$ cat config.mk
export PLATFORM = sky130hd
export DESIGN_NAME = dotp_engine
export DESIGN_NICKNAME = d
export VERILOG_FILES = /design/src/rtl/dotp_pkg.sv /design/src/rtl/dotp_mul_trim.sv /design/src/rtl/dotp_elem_cnt.sv /design/src/rtl/dotp_accum.sv /design/src/rtl/dotp_engine.sv
export SDC_FILE = /design/constraint.sdc
export NUM_CORES = 1
export LEC_CHECK = 0
export BUFFER_PORTS_ARGS = -buffer_cell sky130_fd_sc_hd__buf_4
export CAP_MARGIN = 20
export CELL_PAD_IN_SITES_DETAIL_PLACEMENT = 1
export CELL_PAD_IN_SITES_GLOBAL_PLACEMENT = 1
export CORE_UTILIZATION = 54
export DETAILED_ROUTE_END_ITERATION = 16
export GPL_TIMING_DRIVEN = 0
export HOLD_SLACK_MARGIN = 0.08
export PLACE_DENSITY = 0.93
export SKIP_CTS_REPAIR_TIMING = 1
export SLEW_MARGIN = 20
export SYNTH_ARGS = -nofsm -noshare
export SYNTH_HDL_FRONTEND = slang
export SYNTH_SLANG_ARGS = --single-unit
$ cat constraint.sdc
create_clock -name clk -period 24.4 [get_ports clk]
set_input_delay 2.44 -clock clk [delete_from_list [all_inputs] [get_ports clk]]
set_output_delay 2.44 -clock clk [all_outputs]
set_load 0.01 [all_outputs]
$ cat src/rtl/dotp_pkg.sv
package dotp_pkg;
  localparam int ELEM_W  = 16;
  localparam int FRAC_W  = 6;
  localparam int TERMS   = 7;
  localparam int SUM_W   = 29;
endpackage

$ cat src/rtl/dotp_mul_trim.sv
module dotp_mul_trim #(
  parameter int IN_W   = dotp_pkg::ELEM_W,
  parameter int FRAC_W = dotp_pkg::FRAC_W,
  localparam int PROD_W = 2 * IN_W,
  localparam int TRIM_W = PROD_W - FRAC_W
) (
  input  logic signed [IN_W-1:0]   op_a,
  input  logic signed [IN_W-1:0]   op_b,
  output logic signed [TRIM_W-1:0] term
);
  logic signed [PROD_W-1:0] prod;

  assign prod = op_a * op_b;
  assign term = prod[PROD_W-1:FRAC_W];

  // Arithmetic check of the trimmed term against the full product.
  logic signed [PROD_W:0] back, resid;
  always_comb begin
    back  = {term[TRIM_W-1], term, {FRAC_W{1'b0}}};
    resid = {prod[PROD_W-1], prod} - back;

    trunc_floor_chk: assert (resid >= 0 && resid < (1 <<< FRAC_W))
      else $error("trimmed term is not the floor of the product");
  end
endmodule

$ cat src/rtl/dotp_elem_cnt.sv
module dotp_elem_cnt #(
  parameter int TERMS = dotp_pkg::TERMS,
  localparam int CNT_W = (TERMS > 1) ? $clog2(TERMS) : 1
) (
  input  logic clk,
  input  logic rst,
  input  logic step,
  output logic first,
  output logic last
);
  logic [CNT_W-1:0] pos;

  assign first = (pos == '0);
  assign last  = (pos == CNT_W'(TERMS - 1));

  always_ff @(posedge clk) begin
    if (rst)       pos <= '0;
    else if (step) pos <= last ? '0 : pos + 1'b1;
  end


  pos_range_chk: assert property (@(posedge clk) disable iff (rst)
    pos <= CNT_W'(TERMS - 1));

  pos_hold_chk: assert property (@(posedge clk) disable iff (rst)
    !step |=> $stable(pos));
endmodule

$ cat src/rtl/dotp_accum.sv
module dotp_accum #(
  parameter int TRIM_W = 26,
  parameter int SUM_W  = dotp_pkg::SUM_W
) (
  input  logic                    clk,
  input  logic                    rst,
  input  logic                    step,
  input  logic                    first,
  input  logic                    last,
  input  logic signed [TRIM_W-1:0] term,
  output logic                    res_valid,
  output logic signed [SUM_W-1:0] res_data
);
  logic signed [SUM_W-1:0] term_x, acc, acc_next;

  generate
    if (SUM_W > TRIM_W) begin : g_ext
      assign term_x = {{(SUM_W-TRIM_W){term[TRIM_W-1]}}, term};
    end else begin : g_cut
      assign term_x = term[SUM_W-1:0];
    end
  endgenerate

  assign acc_next = first ? term_x : acc + term_x;

  always_ff @(posedge clk) begin
    if (rst) begin
      acc       <= '0;
      res_valid <= 1'b0;
      res_data  <= '0;
    end else begin
      res_valid <= step && last;
      if (step) acc <= acc_next;
      if (step && last) res_data <= acc_next;
    end
  end


  res_pulse_chk: assert property (@(posedge clk) disable iff (rst)
    (step && last) |=> res_valid);

  res_quiet_chk: assert property (@(posedge clk) disable iff (rst)
    !(step && last) |=> !res_valid);

  res_hold_chk: assert property (@(posedge clk) disable iff (rst)
    !(step && last) |=> $stable(res_data));

  acc_hold_chk: assert property (@(posedge clk) disable iff (rst)
    !step |=> $stable(acc));
endmodule

$ cat src/rtl/dotp_engine.sv
module dotp_engine #(
  parameter int ELEM_W = dotp_pkg::ELEM_W,
  parameter int FRAC_W = dotp_pkg::FRAC_W,
  parameter int TERMS  = dotp_pkg::TERMS,
  parameter int SUM_W  = dotp_pkg::SUM_W,
  localparam int TRIM_W = 2 * ELEM_W - FRAC_W
) (
  input  logic              clk,
  input  logic              rst,
  input  logic              in_valid,
  output logic              in_ready,
  input  logic [ELEM_W-1:0] in_a,
  input  logic [ELEM_W-1:0] in_b,
  output logic              res_valid,
  output logic [SUM_W-1:0]  res_data
);
  logic step, first, last;
  logic signed [TRIM_W-1:0] term;
  logic signed [SUM_W-1:0]  sum_q;

  assign in_ready = !rst;
  assign step     = in_valid && in_ready;

  dotp_mul_trim #(.IN_W(ELEM_W), .FRAC_W(FRAC_W)) u_mul (
    .op_a(in_a), .op_b(in_b), .term(term));

  dotp_elem_cnt #(.TERMS(TERMS)) u_cnt (
    .clk(clk), .rst(rst), .step(step), .first(first), .last(last));

  dotp_accum #(.TRIM_W(TRIM_W), .SUM_W(SUM_W)) u_acc (
    .clk(clk), .rst(rst), .step(step), .first(first), .last(last),
    .term(term), .res_valid(res_valid), .res_data(sum_q));

  assign res_data = sum_q;


  ready_in_reset_chk: assert property (@(posedge clk) rst |-> !in_ready);
endmodule

==> results_dict.tcl <==
set metrics [dict create \
    hpwl_um 39000 \
    drcViolationCount 0 \
    rsz0062_at_grt "false" \
    cts-root-to-sink-buffers 2 \
    r2r_cells 13 \
    cpMostUsedCell "fa_1" \
    crit_type "in2reg" \
    n_fill_cell 2868 \
    clock_sinks 62 \
    worstHoldPathCells 2 \
    wire_per_inst_um 24.4 \
    finalSetupViolCount 0 \
    cap_violations 0 \
    crit_arrival_ps 11430 \
    r2r_end "u_acc.res_data[28]" \
    clk_pin_slew_ps 60 \
    cts_buffers 9 \
    tightest_slew_ps 758 \
    io_pins 66 \
    fin_crit_ps 11230 \
    fin_skew_ps 3.75 \
    grt.total_usage_pct 38.9 \
    drive_above_1_share_pct 6.08 \
    crit_slowest_cell "fa_1" \
    async_reset_ff_share_pct 0 \
    placedInstanceArea_um2 14200 \
    initial_core_util_pct 54.9 \
    drt_iter0_drc 710 \
    yosysWarnings 0 \
    insertion_delay_ps 340 \
    grt_max_degree 13 \
    seq_area_frac_synth_pct 9.33 \
    cts_tree "yes" \
    ys_types 58 \
    synthFlopType "dfxtp_1" \
    h-tree-depth 3 \
    drtPass1Iterations 5 \
    design_area_um2 14500 \
    drt-total-wl_um 46800 \
    diodes 0 \
    synth_edf_count 0 \
    avgViaCountPerCell 5.98 \
    place.gp.congestion 0.949 \
    clock.fmax_mhz 89.1 \
    slowest_delay_ps 620 \
    slew_headroom_pct 49.4 \
    hold_start "u_acc.res_data[1]" \
    clockRootBuffer "clkbuf_16" \
    fp-row-count 57 \
    synth_seq_cells 62 \
    r2r-start "u_acc.acc[0]" \
    antenna_left 0 \
    startpoint_type "input pin" \
    min_to "u_acc.res_data[1]" \
    syn_nets 1924 \
    area_growth_pct 9.07 \
    syn_area_um2 13300 \
    die_area_um2 25300 \
    grt_overflow 0 \
    status "finished, final reports clean" \
    period_share_pct 46.0 \
    layout.nets 1999 \
    die_y_um 159 \
    hold_class "reg2reg" \
    slew_violations 0 \
    vias 11485 \
    core_um2 24200 \
    grt_pass1_wl_um 75500 \
    path_max_fanout 10 \
    finalHoldViolations 0 \
    reg2reg_slack_ps 20490 \
    antenna_found_initial 0 \
    portBuffers 64 \
    cp-end-kind "flip-flop" \
    die_w_um 159 \
    grt_pass1_vias 13400 \
    synth_cells 1515 \
    cp.required_ps 24610 \
    setup_tns_ps 0 \
    syn_area_per_cell_um2 8.78 \
]
## cell families (layout without fill, tap and decap cells)
group	after synthesis	count (layout)	share of synthesized area [%]
xor+xnor	49	49	3.22
mux	4	4	0.395
compound gates	207	207	10.4
flops	62	62	9.33
fa+ha+maj	374	374	49.9
buf+inv	359	439	10.1
simple gates	460	460	16.6
## sequential cells by signal (all words and copies together), names as in the netlist
register	flops
u_cnt.pos	3
u_acc.acc	29
u_acc.res_valid	1
u_acc.res_data	29
## layer usage
| layer | global-route usage [%] | part of all wire [%] |
|---|---|---|
| met4 | 24.0 | 6.7 |
| met3 | 6.62 | 6.6 |
| met2 | 68.2 | 51 |
| met5 | 0 | 0 |
| met1 | 44.4 | 36 |
## cells in the final DEF (no fill, tap or decap), types with 9 or more instances in the layout
master     instances
dfxtp_1           62
nand2b_1          10
nand3_1           37
a21oi_1           49
nand4_1            9
nor3_1            11
a211oi_1          19
buf_4             64
clkbuf_16          9
xnor2_1           32
inv_1            300
and2_1           120
a21o_1            21
nand2_1          173
ha_1             112
nor2_1            82
a311oi_1          13
o21ai_0           55
clkbuf_1          53
fa_1             262
xor2_1            17
## synth_stat cells, types with 9 or more instances
cell      number  area, um^2
inv_1        300        1130
fa_1         262        5250
nand2_1      173         649
and2_1       120         751
ha_1         112        1400
nor2_1        82         308
dfxtp_1       62        1240
o21ai_0       55         275
clkbuf_1      53         199
a21oi_1       49         245
nand3_1       37         185
xnor2_1       32         280
a21o_1        21         158
a211oi_1      19         143
xor2_1        17         149
a311oi_1      13         114
nor3_1        11        55.1
nand2b_1      10        62.6
nand4_1        9        56.3
## how the worst max path moves through the flow
stage | end | from | cells past startpoint
CTS | u_acc.res_data[28] | in_a[9] | 32
global route | u_acc.res_data[28] | in_b[15] | 33
finish | u_acc.res_data[28] | in_a[9] | 32
global placement | u_acc.res_data[28] | in_a[9] | 34
detailed placement | u_acc.res_data[28] | in_a[9] | 32
floorplan | u_acc.res_data[28] | in_b[1] | 33
## stage by stage
step,util [%],hold WS [ps],worst slack (ps),std cells
global route,59.9,492,12930,1919
floorplan,-,467,14670,1515
finish,59.9,457,13170,1919
global placement,58.5,449,13570,1903
detailed placement,58.5,454,13260,1903
CTS,59.9,462,13350,1919
## final cells by class
type	instances	area, um^2	share of cell area (%)
multi-input cells	1094	10700	73.8
flip-flops and latches	62	1240	8.55
inverters	302	1130	7.81
repair buffers	64	480	3.31
well taps	324	405	2.79
clock buffers	9	225	1.55
plain buffers	57	216	1.49
clock inverters	7	96.3	0.664
## worst max-delay path, delay by kind of cell
| kind | cells | cell delay, ps |
|---|---|---|
| and+or+nand+nor | 1 | 150 |
| buffers and inverters | 5 | 880 |
| xor gates and xnor gates | 3 | 700 |
| AOI/OAI and AO/OA | 15 | 3400 |
| adders and majority gates | 8 | 3860 |
Power is not shown: default switching activity piles up to over one toggle a cycle in this logic, so the estimate is an artifact.
